==> config.mk <==
export PLATFORM = sky130hd
export DESIGN_NAME = bytelane_bus_ctrl
export DESIGN_NICKNAME = d
export VERILOG_FILES = /design/src/rtl/blc_pkg.sv /design/src/rtl/blc_seq.sv /design/src/rtl/blc_lane_gen.sv /design/src/rtl/blc_read_merge.sv /design/src/rtl/bytelane_bus_ctrl.sv
export SDC_FILE = /design/constraint.sdc
export NUM_CORES = 1
export LEC_CHECK = 0
export CAP_MARGIN = 10
export CORE_UTILIZATION = 43
export DETAILED_ROUTE_END_ITERATION = 8
export PLACE_DENSITY_LB_ADDON = 0.2
export SYNTH_ARGS = -nofsm -noshare
export SYNTH_HDL_FRONTEND = slang
export SYNTH_SLANG_ARGS = --single-unit
==> constraint.sdc <==
create_clock -name clk -period 3.1 [get_ports clk]
set_input_delay 0.62 -clock clk [delete_from_list [all_inputs] [get_ports clk]]
set_output_delay 0.62 -clock clk [all_outputs]
set_load 0.005 [all_outputs]
==> src/rtl/blc_pkg.sv <==
package blc_pkg;

    typedef enum logic [1:0] {
        ST_IDLE   = 2'd0,
        ST_FIRST  = 2'd1,
        ST_SECOND = 2'd2
    } blc_state_e;

    typedef struct packed {
        logic a0;
        logic bhe_n;
    } lane_sel_t;

    // low lane on, high lane off
    localparam lane_sel_t LANE_LO   = '{a0: 1'b0, bhe_n: 1'b1};
    // low lane off, high lane on
    localparam lane_sel_t LANE_HI   = '{a0: 1'b1, bhe_n: 1'b0};
    // both lanes on
    localparam lane_sel_t LANE_BOTH = '{a0: 1'b0, bhe_n: 1'b0};

endpackage

==> src/rtl/blc_seq.sv <==
module blc_seq
    import blc_pkg::*;
#(
    parameter int ADDR_W = 16,
    parameter int DATA_W = 16
) (
    input  logic              clk,
    input  logic              rst_n,
    input  logic              req_valid,
    input  logic [ADDR_W-1:0] req_addr,
    input  logic              req_word,
    input  logic              req_write,
    input  logic [DATA_W-1:0] req_wdata,
    output logic              req_ready,
    output logic              cyc,
    output logic              phase2,
    output logic              split,
    output logic              last,
    output logic              done,
    output logic [ADDR_W-1:0] addr,
    output logic              word,
    output logic              write,
    output logic [DATA_W-1:0] wdata
);

    typedef struct packed {
        blc_state_e        st;
        logic              done;
        logic [ADDR_W-1:0] addr;
        logic              word;
        logic              write;
        logic [DATA_W-1:0] wdata;
    } seq_t;

    seq_t seq_d, seq_q;
    logic split_w;

    assign split_w = seq_q.word & seq_q.addr[0];

    always_comb begin
        seq_d      = seq_q;
        seq_d.done = 1'b0;
        case (seq_q.st)
            ST_IDLE: begin
                if (req_valid) begin
                    seq_d.addr  = req_addr;
                    seq_d.word  = req_word;
                    seq_d.write = req_write;
                    seq_d.wdata = req_wdata;
                    seq_d.st    = ST_FIRST;
                end
            end
            ST_FIRST: begin
                if (split_w) begin
                    seq_d.st = ST_SECOND;
                end else begin
                    seq_d.st   = ST_IDLE;
                    seq_d.done = 1'b1;
                end
            end
            ST_SECOND: begin
                seq_d.st   = ST_IDLE;
                seq_d.done = 1'b1;
            end
            default: seq_d.st = ST_IDLE;
        endcase
    end

    always_ff @(posedge clk) begin
        if (!rst_n) begin
            seq_q <= '{st: ST_IDLE, default: '0};
        end else begin
            seq_q <= seq_d;
        end
    end

    assign req_ready = (seq_q.st == ST_IDLE);
    assign cyc       = (seq_q.st != ST_IDLE);
    assign phase2    = (seq_q.st == ST_SECOND);
    assign split     = split_w;
    assign last      = (seq_q.st == ST_SECOND) || ((seq_q.st == ST_FIRST) && !split_w);
    assign done      = seq_q.done;
    assign addr      = seq_q.addr;
    assign word      = seq_q.word;
    assign write     = seq_q.write;
    assign wdata     = seq_q.wdata;


    second_after_first_chk: assert property (@(posedge clk) disable iff (!rst_n)
        (seq_q.st == ST_SECOND) |-> $past(seq_q.st == ST_FIRST));

endmodule

==> src/rtl/blc_lane_gen.sv <==
module blc_lane_gen
    import blc_pkg::*;
#(
    parameter int ADDR_W = 16,
    parameter int BYTE_W = 8,
    parameter int DATA_W = 2 * BYTE_W
) (
    input  logic              cyc,
    input  logic              phase2,
    input  logic [ADDR_W-1:0] addr,
    input  logic              word,
    input  logic              write,
    input  logic [DATA_W-1:0] wdata,
    output logic [ADDR_W-1:0] bus_addr,
    output logic              bus_a0,
    output logic              bus_bhe_n,
    output logic              bus_we,
    output logic [DATA_W-1:0] bus_wdata
);

    localparam logic [ADDR_W-1:0] WORD_STEP = ADDR_W'(2);

    logic [ADDR_W-1:0] base_addr;
    logic [ADDR_W-1:0] next_addr;
    logic              odd;
    lane_sel_t         sel;

    assign odd       = addr[0];
    assign base_addr = {addr[ADDR_W-1:1], 1'b0};
    assign next_addr = base_addr + WORD_STEP;

    always_comb begin
        bus_addr  = base_addr;
        sel       = LANE_LO;
        bus_wdata = {2{wdata[BYTE_W-1:0]}};
        if (!word) begin
            sel = odd ? LANE_HI : LANE_LO;
        end else if (!odd) begin
            sel       = LANE_BOTH;
            bus_wdata = wdata;
        end else if (!phase2) begin
            sel = write ? LANE_HI : LANE_BOTH;
        end else begin
            bus_addr  = next_addr;
            sel       = write ? LANE_LO : LANE_BOTH;
            bus_wdata = {2{wdata[DATA_W-1:BYTE_W]}};
        end
        if (!cyc) begin
            bus_addr = '0;
            sel      = LANE_LO;
        end
    end

    assign bus_a0    = sel.a0;
    assign bus_bhe_n = sel.bhe_n;
    assign bus_we    = cyc & write;

endmodule

==> src/rtl/blc_read_merge.sv <==
module blc_read_merge #(
    parameter int BYTE_W = 8,
    parameter int DATA_W = 2 * BYTE_W
) (
    input  logic              clk,
    input  logic              rst_n,
    input  logic              cyc,
    input  logic              phase2,
    input  logic              split,
    input  logic              last,
    input  logic              word,
    input  logic              write,
    input  logic              odd,
    input  logic [DATA_W-1:0] bus_rdata,
    output logic [DATA_W-1:0] rsp_rdata
);

    typedef struct packed {
        logic [BYTE_W-1:0] hold;
        logic [DATA_W-1:0] result;
    } mrg_t;

    mrg_t mrg_d, mrg_q;
    logic [BYTE_W-1:0] lo_lane, hi_lane;

    assign lo_lane = bus_rdata[BYTE_W-1:0];
    assign hi_lane = bus_rdata[DATA_W-1:BYTE_W];

    always_comb begin
        mrg_d = mrg_q;
        if (cyc && !write && split && !phase2) begin
            mrg_d.hold = hi_lane;
        end
        if (cyc && !write && last) begin
            if (!word) begin
                mrg_d.result = {{BYTE_W{1'b0}}, (odd ? hi_lane : lo_lane)};
            end else if (split) begin
                mrg_d.result = {lo_lane, mrg_q.hold};
            end else begin
                mrg_d.result = bus_rdata;
            end
        end
    end

    always_ff @(posedge clk) begin
        if (!rst_n) begin
            mrg_q <= '0;
        end else begin
            mrg_q <= mrg_d;
        end
    end

    assign rsp_rdata = mrg_q.result;

endmodule

==> src/rtl/bytelane_bus_ctrl.sv <==
module bytelane_bus_ctrl
    import blc_pkg::*;
#(
    parameter int ADDR_W = 16,
    parameter int BYTE_W = 8,
    localparam int DATA_W = 2 * BYTE_W
) (
    input  logic              clk,
    input  logic              rst_n,
    input  logic              req_valid,
    output logic              req_ready,
    input  logic [ADDR_W-1:0] req_addr,
    input  logic              req_word,
    input  logic              req_write,
    input  logic [DATA_W-1:0] req_wdata,
    output logic              rsp_done,
    output logic [DATA_W-1:0] rsp_rdata,
    output logic              bus_cyc,
    output logic              bus_we,
    output logic [ADDR_W-1:0] bus_addr,
    output logic              bus_a0,
    output logic              bus_bhe_n,
    output logic [DATA_W-1:0] bus_wdata,
    input  logic [DATA_W-1:0] bus_rdata
);

    logic              phase2, split, last;
    logic [ADDR_W-1:0] addr_q;
    logic              word_q, write_q;
    logic [DATA_W-1:0] wdata_q;

    blc_seq #(.ADDR_W(ADDR_W), .DATA_W(DATA_W)) i_seq (
        .clk      (clk),
        .rst_n    (rst_n),
        .req_valid(req_valid),
        .req_addr (req_addr),
        .req_word (req_word),
        .req_write(req_write),
        .req_wdata(req_wdata),
        .req_ready(req_ready),
        .cyc      (bus_cyc),
        .phase2   (phase2),
        .split    (split),
        .last     (last),
        .done     (rsp_done),
        .addr     (addr_q),
        .word     (word_q),
        .write    (write_q),
        .wdata    (wdata_q)
    );

    blc_lane_gen #(.ADDR_W(ADDR_W), .BYTE_W(BYTE_W), .DATA_W(DATA_W)) i_lane (
        .cyc      (bus_cyc),
        .phase2   (phase2),
        .addr     (addr_q),
        .word     (word_q),
        .write    (write_q),
        .wdata    (wdata_q),
        .bus_addr (bus_addr),
        .bus_a0   (bus_a0),
        .bus_bhe_n(bus_bhe_n),
        .bus_we   (bus_we),
        .bus_wdata(bus_wdata)
    );

    blc_read_merge #(.BYTE_W(BYTE_W), .DATA_W(DATA_W)) i_merge (
        .clk      (clk),
        .rst_n    (rst_n),
        .cyc      (bus_cyc),
        .phase2   (phase2),
        .split    (split),
        .last     (last),
        .word     (word_q),
        .write    (write_q),
        .odd      (addr_q[0]),
        .bus_rdata(bus_rdata),
        .rsp_rdata(rsp_rdata)
    );


    no_a0_without_bhe_chk: assert property (@(posedge clk) disable iff (!rst_n)
        bus_cyc |-> !(bus_a0 && bus_bhe_n));


    ready_low_in_cycle_chk: assert property (@(posedge clk) disable iff (!rst_n)
        bus_cyc |-> !req_ready);


    accept_starts_cycle_chk: assert property (@(posedge clk) disable iff (!rst_n)
        (req_valid && req_ready) |=> bus_cyc);


    done_after_cycle_chk: assert property (@(posedge clk) disable iff (!rst_n)
        rsp_done |-> ($past(bus_cyc) && !bus_cyc));


    done_single_pulse_chk: assert property (@(posedge clk) disable iff (!rst_n)
        rsp_done |=> !rsp_done);


    split_step_two_chk: assert property (@(posedge clk) disable iff (!rst_n)
        (bus_cyc && $past(bus_cyc)) |-> (bus_addr == ADDR_W'($past(bus_addr) + 2)));


    split_write_lanes_chk: assert property (@(posedge clk) disable iff (!rst_n)
        (bus_cyc && $past(bus_cyc) && bus_we) |->
        (!bus_a0 && bus_bhe_n && $past(bus_a0) && !$past(bus_bhe_n)));


    aligned_addr_chk: assert property (@(posedge clk) disable iff (!rst_n)
        bus_cyc |-> !bus_addr[0]);

endmodule

==> key figures, run 1 <==
Drt
  – Via density: 5.068
  – Vias: 3,071
  – DRC: 0
  – Post-DRT Antenna Nets: 0
  – Post-Route WL: 8351 um
  – Routed wire per std cell: 13.78 um
  – DRT iter0 DRCs: 97
  – Pre-Repair DR Iteration Count: 4

Flow run
  – Max-cap violation count: 0

STA
  – Setup TNS Final: 0 ns
  – Slew @ Worst Pin: 1.107 ns
  – Fin. Hold Viols: 0
  – Fmax: 333.9 MHz
  – RSZ-0062 raised after global routing: no
  – Final period util: 96.61%
  – Slew headroom: 25.71%
  – Count of final max-slew check failures: 0
  – Clock Skew: 0.008046 ns
  – Period minus WS final: 2.995 ns
  – Final setup fails: 0
  – Post-route setup slack: 0.1052 ns

Yosys
  – Synth async-reset ratio: 0%
  – Register bit count reported by yosys: 61
  – Avg Synthesized Cell Area: 7.945 um^2
  – Sequential area share after synthesis: 36.60%
  – Ys Warns: 0
  – Yosys top cell by area: dfxtp_1
  – Post-synth top area share: 36.60%
  – Synth unique cells: 38
  – Synth Net Count: 477
  – Most frequent cell after synthesis: nand2_1
  – Post-Synthesis Cell Area: 3337 um^2
  – Main synth FF type: dfxtp_1
  – Synth top area cells: dfxtp_1 37%, nand2_1 14%, a21boi_0 11%
  – Commonest cells post-synth: 126 x nand2_1, 61 x dfxtp_1, 51 x a21boi_0, 22 x clkbuf_1, 18 x buf_4
  – Number of synthesized flops with an enable pin: 0
  – Synthesized instance count: 420

Outcome
  – Run status: complete, no violations

Clock network
  – Clk slew on worst S/H paths: 0.07 ns
  – Clock buffer depth: 2
  – Clock Sinks: 61
  – Total CTS buffers: 9
  – CTS root buffer: clkbuf_8
  – Cts hold-fix bufs: 0
  – CTS H-Tree Depth: 3
  – Worst skew pair latency: 0.33 ns
  – CTS tree: built

Critical path
  – CP required: 2.48 ns
  – Start point of the critical path: i_seq.seq_q[35]
  – Critical-path top delay cell: clkdlybuf4s50_1
  – Crit path max fanout: 5
  – Max incr delay on CP: 0.45 ns
  – Startpoint types: flip-flop
  – Delay-heaviest family, CP: buffers and inverters
  – WP data arrival: 2.37 ns
  – CP Capture Type: output pin
  – Most numerous cell on the critical path: buf_6
  – Worst R2R Start: i_seq.addr[0]
  – CP bufs+invs: 4
  – Crit-path cells: inv_2 -> ha_2 -> buf_6 -> nand4_1 -> buf_6 -> nor4_4 -> mux2_2 -> clkdlybuf4s50_1
  – Crit Path Category: reg2out

Floorplanning
  – # IOs: 107
  – Die ar.: 8116 um^2
  – Starting density of the core: 45.28%
  – Die height: 90.09 um
  – Floorplan core area: 7370 um^2
  – Die X: 90.09 um
  – Row cnt: 31

Global route
  – Gr busiest metal: met2
  – Vias in the first global route: 3,031
  – Largest net degree at the start of global routing: 62
  – First-pass GRT wire length: 14,090 um
  – Met2 global-route usage: 33.91%
  – Total GRT Usage: 21.23%
  – Initial antenna violation count: 0
  – GR Util met1: 28.08%
  – Met3 Track Usage GR: 5.499%
  – Overflow after GRT: 0

Min path
  – Worst Hold Launch: i_merge.rsp_rdata[0]
  – Min-Delay Path Class: reg2reg

Final layout
  – Final Net Count: 559
  – Layout Area Growth over Synthesis: 38.88%
  – # fillers: 653
  – Layout cells sized above 1: 10.65%
  – Antenna cells: 0

Placement
  – GPL Wtd Cong: 0.8213
  – Buffers on Ports: 105
  – Setup WS pre-CTS: 0.1233 ns
  – Final HPWL from detailed placement: 5696 um

Power and ir drop
  – Worst VDD drop: 322.6 uV
  – Lkg Pwr: 1.649 nW
  – PD cells: 431.9 nW/um^2
[final timing paths]
path                            slack [ns]               endpoint  cells past startpoint
worst min register to register        0.46   i_merge.rsp_rdata[0]                      2
worst max-delay path                  0.11           bus_addr[15]                      8
worst min-delay path                  0.46   i_merge.rsp_rdata[0]                      2
worst max register to register        0.95  i_merge.rsp_rdata[15]                      5
[cell type report]
cell class	count	area (um^2)	share of cell area, %
repair buffers	116	1137	24.54
well taps	99	123.9	2.673
clock buffers	12	145.1	3.132
flip-flops and latches	61	1222	26.38
multi-input cells	308	1888	40.74
clock inverters	4	95.09	2.052
inverters	6	22.52	0.4860
[per-layer routing]
metal | routed length (um) | vias to the layer above
li1 | - | 1557
met1 | 3982 | 1408
met2 | 3814 | 96
met3 | 458 | 10
met4 | 95 | 0
met5 | 0 | -
[power breakdown]
part           switching (W)  internal (W)
logic               0.000129      0.000168
clock network       0.000302      0.000556
registers          0.0000305      0.000816
[sequential cells by signal, indices dropped and copies added (netlist names)]
register and flops:
i_merge.mrg_q 8, i_seq.wdata 16, i_merge.rsp_rdata 16, i_seq.addr 16
i_seq.seq_q 2, i_seq.done 1, i_seq.word 1, i_seq.write 1
[worst register-to-register path, cell delays in order, from the launching register on]
cell	delay, ns
dfxtp_1	0.34
buf_4	0.32
a21boi_0	0.22
o21ai_1	0.89
nand2_1	0.11
a21boi_0	0.20
[what timing repair did]
item | CTS | global route
setup buffers | 0 | 2
endpoints found under the setup margin | 3 | 7
pin swaps | 1 | 1
resized for setup | 4 | 8
[stage by stage]
step	utilization, %	area (um^2)	hold slack [ns]	std cells	total power (W)
3_5_place_dp	58.81	4334	0.4583	588	0.001159
2_1_floorplan	-	3337	0.4413	420	0.001006
3_3_place_gp	58.81	4334	0.4569	588	0.001155
5_1_grt	62.89	4634	0.4892	606	0.002094
6_report	62.89	4634	0.4632	606	0.002002
4_1_cts	62.24	4587	0.4681	604	0.002018
[kinds of logic (layout without fill, tap and decap cells)]
family          count (synthesis)  count (layout)  synth area share, %
other cells                     1               1               0.1124
simple gates                  186             186                24.67
xor+xnor                        9               9                2.362
mux                            33              33                10.54
compound gates                 75              75                16.35
buf+inv                        51             138                7.874
flops                          61              61                36.60
fa+ha+maj                       4               4                1.500
[layout by cell type, fill, tap and decap left out, drive strengths merged, types with 2 or more instances in the layout]
master | synthesis | layout
nor2b | 12 | 12
a21oi | 5 | 5
inv | 6 | 6
buf | 23 | 12
or4 | 2 | 2
a21boi | 51 | 51
nor4 | 5 | 5
bufinv | 0 | 3
nand2 | 126 | 126
nor3 | 3 | 3
nor2 | 12 | 12
nand4 | 5 | 5
ha | 4 | 4
nand2b | 2 | 2
clkbuf | 22 | 12
xor2 | 2 | 2
mux2 | 17 | 17
o211ai | 9 | 9
clkdlybuf4s50 | 0 | 102
or3 | 2 | 2
dfxtp | 61 | 61
nand3 | 14 | 14
xnor2 | 7 | 7
o211a | 2 | 2
mux2i | 16 | 16
o21ai | 4 | 4
Note: power is estimated with default switching activity, not from simulation.
==> run 2, diff against run 1 <==
--- a/config.mk
+++ b/config.mk
@@ -6,8 +6,9 @@
 export NUM_CORES = 1
 export LEC_CHECK = 0
 export CAP_MARGIN = 10
-export CORE_UTILIZATION = 43
+export CORE_UTILIZATION = 47
 export DETAILED_ROUTE_END_ITERATION = 8
+export GPL_ROUTABILITY_DRIVEN = 1
 export PLACE_DENSITY_LB_ADDON = 0.2
 export SYNTH_ARGS = -nofsm -noshare
 export SYNTH_HDL_FRONTEND = slang
==> key figures, run 2 (synthesis results as in run 1) <==
Floorplanning
  – # IOs: 107 (unchanged)
  – Row cnt: 30 (was 31)
  – Starting density of the core: 48.85% (was 45.28%)
  – Die ar.: 7441 um^2 (was 8116 um^2)
  – Die height: 86.26 um (was 90.09 um)
  – Floorplan core area: 6832 um^2 (was 7370 um^2)
  – Die X: 86.26 um (was 90.09 um)

Critical path
  – CP Capture Type: output pin (unchanged)
  – Startpoint types: flip-flop (unchanged)
  – Worst R2R End: i_merge.rsp_rdata[5] (was i_merge.rsp_rdata[15])
  – Crit-path cells: inv_1 -> ha_1 -> buf_4 -> nand4_1 -> buf_4 -> nor4_2 -> xnor2_1 -> nor2_1 -> clkdlybuf4s50_1 (was inv_2 -> ha_2 -> buf_6 -> nand4_1 -> buf_6 -> nor4_4 -> mux2_2 -> clkdlybuf4s50_1)
  – CP required: 2.48 ns (about the same)
  – Most numerous cell on the critical path: buf_4 (was buf_6)
  – FF-to-FF path depth: 7 (was 5)
  – Crit Path Category: reg2out (unchanged)
  – WP data arrival: 2.37 ns (about the same)
  – CP bufs+invs: 4 (unchanged)
  – Crit path max fanout: 9 (was 5)
  – Delay-heaviest family, CP: buffers and inverters (unchanged)
  – Critical-path top delay cell: clkdlybuf4s50_1 (unchanged)
  – Max incr delay on CP: 0.51 ns (was 0.45 ns)
  – Worst R2R Start: i_seq.seq_q[35] (was i_seq.addr[0])
  – Reg2Reg Setup Slack: 0.83 ns (was 0.95 ns)

Drt
  – Pre-Repair DR Iteration Count: 4 (unchanged)
  – Post-Route WL: 8253 um (was 8351 um)
  – Via density: 5.053 (was 5.068)
  – Vias: 3,042 (was 3,071)
  – Routed wire per std cell: 13.71 um (was 13.78 um)
  – DRT iter0 DRCs: 118 (was 97)
  – DRC: 0 (unchanged)
  – Post-DRT Antenna Nets: 0 (unchanged)

STA
  – Final period util: 96.36% (was 96.61%)
  – Slew headroom: 25.60% (was 25.71%)
  – Count of final max-slew check failures: 0 (unchanged)
  – Final setup fails: 0 (unchanged)
  – RSZ-0062 raised after global routing: yes (was no)
  – Fmax: 334.8 MHz (was 333.9 MHz)
  – Clock Skew: 0.01132 ns (was 0.008046 ns)
  – Fin. Hold Viols: 0 (unchanged)
  – Slew @ Worst Pin: 1.109 ns (was 1.107 ns)
  – Post-route setup slack: 0.1127 ns (was 0.1052 ns)
  – Period minus WS final: 2.987 ns (was 2.995 ns)

Final layout
  – Antenna cells: 0 (unchanged)
  – Most frequent cells in the layout: 126 x nand2_1, 102 x clkdlybuf4s50_1, 58 x dfxtp_1, 51 x a21boi_0, 17 x mux2_2 (was 126 x nand2_1, 102 x clkdlybuf4s50_1, 60 x dfxtp_1, 51 x a21boi_0, 17 x mux2_2)
  – Layout Area Growth over Synthesis: 36.30% (was 38.88%)
  – # fillers: 606 (was 653)
  – Final std cells w/o fill: 602 (was 606)
  – Most common cell after layout, fill and taps aside: nand2_1 (unchanged)
  – Final Net Count: 559 (unchanged)
  – Layout cells sized above 1: 10.47% (was 10.65%)

Clock network
  – Clock buffer depth: 2 (unchanged)
  – CTS root buffer: clkbuf_8 (unchanged)
  – Total CTS buffers: 9 (unchanged)
  – CTS tree: built (unchanged)
  – Worst skew pair latency: 0.33 ns (about the same)
  – Clock Sinks: 61 (unchanged)
  – CTS H-Tree Depth: 3 (unchanged)
  – Clk slew on worst S/H paths: 0.07 ns (about the same)

Global route
  – Overflow after GRT: 0 (unchanged)
  – Largest net degree at the start of global routing: 62 (unchanged)
  – Vias in the first global route: 2,805 (was 3,031)
  – Total GRT Usage: 22.82% (was 21.23%)
  – First-pass GRT wire length: 13,320 um (was 14,090 um)
  – Initial antenna violation count: 0 (unchanged)

Min path
  – Hold Path End: i_merge.rsp_rdata[0] (unchanged)
  – Worst Hold Launch: i_merge.rsp_rdata[0] (unchanged)
  – Min-Delay Path Class: reg2reg (unchanged)
  – Hold path depth: 2 (unchanged)

Placement
  – Setup WS pre-CTS: 0.1547 ns (was 0.1233 ns)
  – Buffers on Ports: 105 (unchanged)
  – GPL Wtd Cong: 0.8510 (was 0.8213)
  – # placed instances: 586 (was 588)
  – Final HPWL from detailed placement: 5677 um (was 5696 um)

Flow run
  – Max-cap violation count: 0 (unchanged)

Power and ir drop
  – PD cells: 389.0 nW/um^2 (was 431.9 nW/um^2)
  – Lkg Pwr: 1.611 nW (was 1.649 nW)
  – Total Power: 0.001769 W (was 0.002002 W)
  – Worst VDD drop: 277.3 uV (was 322.6 uV)

Outcome
  – Run status: complete, no violations (unchanged)
-- run 2: cell types whose count changed in the layout (fill, tap and decap cells not counted), sizes merged --
| cell | before | now |
|---|---|---|
| clkbuf | 12 | 11 |
| bufinv | 3 | 0 |
| clkinv | 1 | 4 |
| dlygate4sd2 | 1 | 2 |
| buf | 12 | 11 |
-- run 2: how the worst max path moves through the flow --
| stage | startpoint | to | slack, ns | cells past startpoint |
|---|---|---|---|---|
| finish | i_seq.seq_q[35] | bus_addr[13] | 0.11 | 9 |
| global route | i_seq.seq_q[35] | bus_addr[10] | -0.04 | 8 |
| CTS | i_seq.seq_q[35] | bus_addr[15] | 0.01 | 7 |
| detailed placement | i_seq.seq_q[35] | bus_addr[12] | 0.15 | 7 |
| global placement | i_seq.seq_q[35] | bus_addr[12] | 0.19 | 7 |
| floorplan | i_seq.seq_q[35] | bus_addr[12] | 0.58 | 7 |
-- run 2: metal layers --
metal  vias to the layer above  GRT usage [%]  routed length, um  part of all wire, %
li1                       1548              -                  -                    -
met1                      1401          30.18               3868                   47
met2                        89          37.09               3889                   47
met3                         4          4.952                458                  5.5
met4                         0          7.424                 36                 0.44
met5                         -              0                  0                    0
-- run 2: cell type report --
type / instances / area [um^2] / share of cell area, %
clock buffers: 11 / 151.4 / 3.329
clock inverters: 4 / 23.77 / 0.5227
inverters: 6 / 22.52 / 0.4952
multi-input cells: 308 / 1872 / 41.16
flip-flops and latches: 61 / 1225 / 26.93
well taps: 96 / 120.1 / 2.641
repair buffers: 116 / 1134 / 24.92
-- run 2: power by group --
group | internal (W) | switching (W) | leakage [nW]
Combinational | 0.000169 | 0.000129 | 1.02
Sequential | 0.000817 | 0.0000300 | 0.499
Clock | 0.000326 | 0.000299 | 0.0949
Total | 0.00131 | 0.000458 | 1.61
-- run 2: metrics by stage --
step / TNS (ns) / utilization (%) / hold slack [ns] / instance area (um^2)
floorplan: 0 / - / 0.4413 / 3337
global placement: 0 / 63.57 / 0.4534 / 4343
detailed placement: 0 / 63.57 / 0.4587 / 4343
CTS: 0 / 66.10 / 0.4659 / 4516
global route: -0.05265 / 66.58 / 0.4856 / 4548
finish: 0 / 66.58 / 0.4628 / 4548
-- run 2: worst reg2reg max path, stage by stage, from the launching register on --
cell	delay [ns]
dfxtp_1	0.33
inv_1	0.08
ha_1	0.55
buf_4	0.28
nor2_1	0.07
o21ai_1	0.59
nand2_1	0.12
a21boi_0	0.19
-- run 2: timing repair --
action	4_1_cts	5_1_grt
setup buffers	0	1
pin swaps	0	2
gates resized for setup	2	7
hold buffers	0	0
setup endpoints to repair	2	5
endpoints found under the hold margin	0	0
==> run 3, diff against run 2 <==
==> constraint.sdc (replaced) <==
create_clock -name clk -period 3.1 [get_ports clk]
set_input_delay 0.465 -clock clk [delete_from_list [all_inputs] [get_ports clk]]
set_output_delay 0.465 -clock clk [all_outputs]
set_load 0.005 [all_outputs]
==> key figures, run 3 (synthesis results as in run 1) <==
Outcome
  – Run status: complete, no violations (unchanged)

STA
  – Fin Hold WS: 0.4645 ns (was 0.4628 ns)
  – Period minus WS final: 2.990 ns (was 2.987 ns)
  – Clock Skew: 0.006404 ns (was 0.01132 ns)
  – RSZ-0062 raised after global routing: yes (unchanged)
  – Fmax: 334.5 MHz (was 334.8 MHz)
  – Count of final max-slew check failures: 0 (unchanged)
  – Fin. Hold Viols: 0 (unchanged)
  – Final setup fails: 0 (unchanged)
  – Final period util: 96.45% (was 96.36%)
  – Slew @ Worst Pin: 1.153 ns (was 1.109 ns)
  – Slew headroom: 22.65% (was 25.60%)

Placement
  – Buffers on Ports: 105 (unchanged)
  – Final HPWL from detailed placement: 5686 um (was 5677 um)
  – # placed instances: 586 (unchanged)
  – GPL Wtd Cong: 0.8805 (was 0.8510)

Final layout
  – # fillers: 594 (was 606)
  – Most frequent cells in the layout: 126 x nand2_1, 103 x clkdlybuf4s50_1, 60 x dfxtp_1, 51 x a21boi_0, 17 x mux2_2 (was 126 x nand2_1, 102 x clkdlybuf4s50_1, 58 x dfxtp_1, 51 x a21boi_0, 17 x mux2_2)
  – Antenna cells: 0 (unchanged)
  – Final std cells w/o fill: 601 (was 602)
  – Core Util, Final: 66.28% (was 66.58%)
  – Final Net Count: 558 (was 559)
  – Area of the multi-input gates: 1856 um^2 (was 1872 um^2)
  – Layout Area Growth over Synthesis: 35.70% (was 36.30%)
  – Sequential cell area: 1222 um^2 (was 1225 um^2)
  – Most common cell after layout, fill and taps aside: nand2_1 (unchanged)
  – Layout cells sized above 1: 9.307% (was 10.47%)

Floorplanning
  – Die height: 86.26 um (unchanged)
  – Floorplan core area: 6832 um^2 (unchanged)
  – Starting density of the core: 48.85% (unchanged)
  – Die X: 86.26 um (unchanged)
  – Die ar.: 7441 um^2 (unchanged)
  – # IOs: 107 (unchanged)
  – Row cnt: 30 (unchanged)

Min path
  – Worst Hold Launch: i_merge.rsp_rdata[2] (was i_merge.rsp_rdata[0])
  – Min-Delay Path Class: reg2reg (unchanged)

Power and ir drop
  – PD cells: 398.5 nW/um^2 (was 389.0 nW/um^2)
  – Total Power: 0.001804 W (was 0.001769 W)
  – Worst VDD drop: 222.9 uV (was 277.3 uV)
  – Lkg Pwr: 1.597 nW (was 1.611 nW)

Drt
  – Routed wire per std cell: 13.80 um (was 13.71 um)
  – DRC: 0 (unchanged)
  – Vias: 3,018 (was 3,042)
  – DRT iter0 DRCs: 127 (was 118)
  – Via density: 5.022 (was 5.053)
  – Pre-Repair DR Iteration Count: 4 (unchanged)
  – Post-Route WL: 8291 um (was 8253 um)
  – Post-DRT Antenna Nets: 0 (unchanged)

Critical path
  – Crit Path Category: reg2out (unchanged)
  – Max incr delay on CP: 0.44 ns (was 0.51 ns)
  – Delay-heaviest family, CP: buffers and inverters (unchanged)
  – CP required: 2.63 ns (was 2.48 ns)
  – Crit path max fanout: 9 (unchanged)
  – Critical-path top delay cell: clkdlybuf4s50_1 (unchanged)
  – Reg2Reg Setup Slack: 0.84 ns (was 0.83 ns)
  – CP Capture Type: output pin (unchanged)
  – Worst R2R Start: i_seq.seq_q[35] (unchanged)
  – WP data arrival: 2.52 ns (was 2.37 ns)
  – Crit-path cells: inv_1 -> ha_2 -> buf_4 -> nand4_1 -> nor4_1 -> mux2_2 -> clkdlybuf4s50_1 (was inv_1 -> ha_1 -> buf_4 -> nand4_1 -> buf_4 -> nor4_2 -> xnor2_1 -> nor2_1 -> clkdlybuf4s50_1)
  – Startpoint types: flip-flop (unchanged)
  – Start point of the critical path: i_seq.seq_q[35] (unchanged)
  – CP bufs+invs: 3 (was 4)

Clock network
  – CTS H-Tree Depth: 3 (unchanged)
  – Clock Sinks: 61 (unchanged)
  – Clk slew on worst S/H paths: 0.07 ns (about the same)
  – Worst skew pair latency: 0.33 ns (about the same)
  – Clock buffer depth: 2 (unchanged)
  – CTS root buffer: clkbuf_8 (unchanged)
  – Total CTS buffers: 9 (unchanged)
  – CTS tree: built (unchanged)

Global route
  – Overflow after GRT: 0 (unchanged)
  – Initial antenna violation count: 0 (unchanged)
  – Vias in the first global route: 2,797 (was 2,805)
  – Largest net degree at the start of global routing: 62 (unchanged)
  – Total GRT Usage: 22.77% (was 22.82%)
  – First-pass GRT wire length: 13,220 um (was 13,320 um)

Flow run
  – Max-cap violation count: 0 (unchanged)
==> run 3: final timing paths <==
path	end	cells past startpoint
worst max register to register	i_merge.rsp_rdata[15]	6
worst max-delay path	bus_addr[15]	7
worst min register to register	i_merge.rsp_rdata[2]	2
worst min-delay path	i_merge.rsp_rdata[2]	2
==> run 3: repair_timing <==
| item | in CTS | in global routing |
|---|---|---|
| setup endpoints to repair | 2 | 3 |
| pin swaps | 1 | 0 |
| gates cloned | 0 | 0 |
| resized for setup | 2 | 2 |
| hold buffers | 0 | 0 |
| setup buffers | 0 | 0 |
==> run 3: layout make-up <==
cell class / count / area share, %
clock buffers: 10 / 2.818
clock inverters: 5 / 1.161
inverters: 6 / 0.4974
multi-input cells: 308 / 40.98
flip-flops and latches: 61 / 27.00
well taps: 96 / 2.653
repair buffers: 115 / 24.90
==> run 3: stage by stage <==
stage,setup slack (ns),setup TNS (ns),cell area [um^2]
6_report,0.1102,0,4528
5_1_grt,-0.04791,-0.07297,4528
4_1_cts,0.09121,0,4524
3_5_place_dp,0.2368,0,4343
3_3_place_gp,0.3390,0,4343
2_1_floorplan,0.7379,0,3337
==> run 3: metal layers <==
layer  share of wire [%]  vias up  wire length [um]  GRT usage, %
met5                   0        -                 0             0
met2                  47       92              3935         37.95
met1                  45     1368              3727         28.33
met4                 1.2        0               101         9.091
li1                    -     1550                 -             -
met3                 6.3        8               526         5.524
==> run 3: worst reg2reg max path: cells and delay by family (launching register included) <==
family          cells  cell delay, ns
compound gates      2            0.84
fa+ha+maj           1            0.67
buf+inv             1            0.11
flops               1            0.33
simple gates        2            0.23
==> run 3: power breakdown <==
group | switching [W] | internal [W]
clock | 0.000297 | 0.000362
sequential | 0.0000302 | 0.000816
combinational | 0.000130 | 0.000169
total | 0.000457 | 0.00135
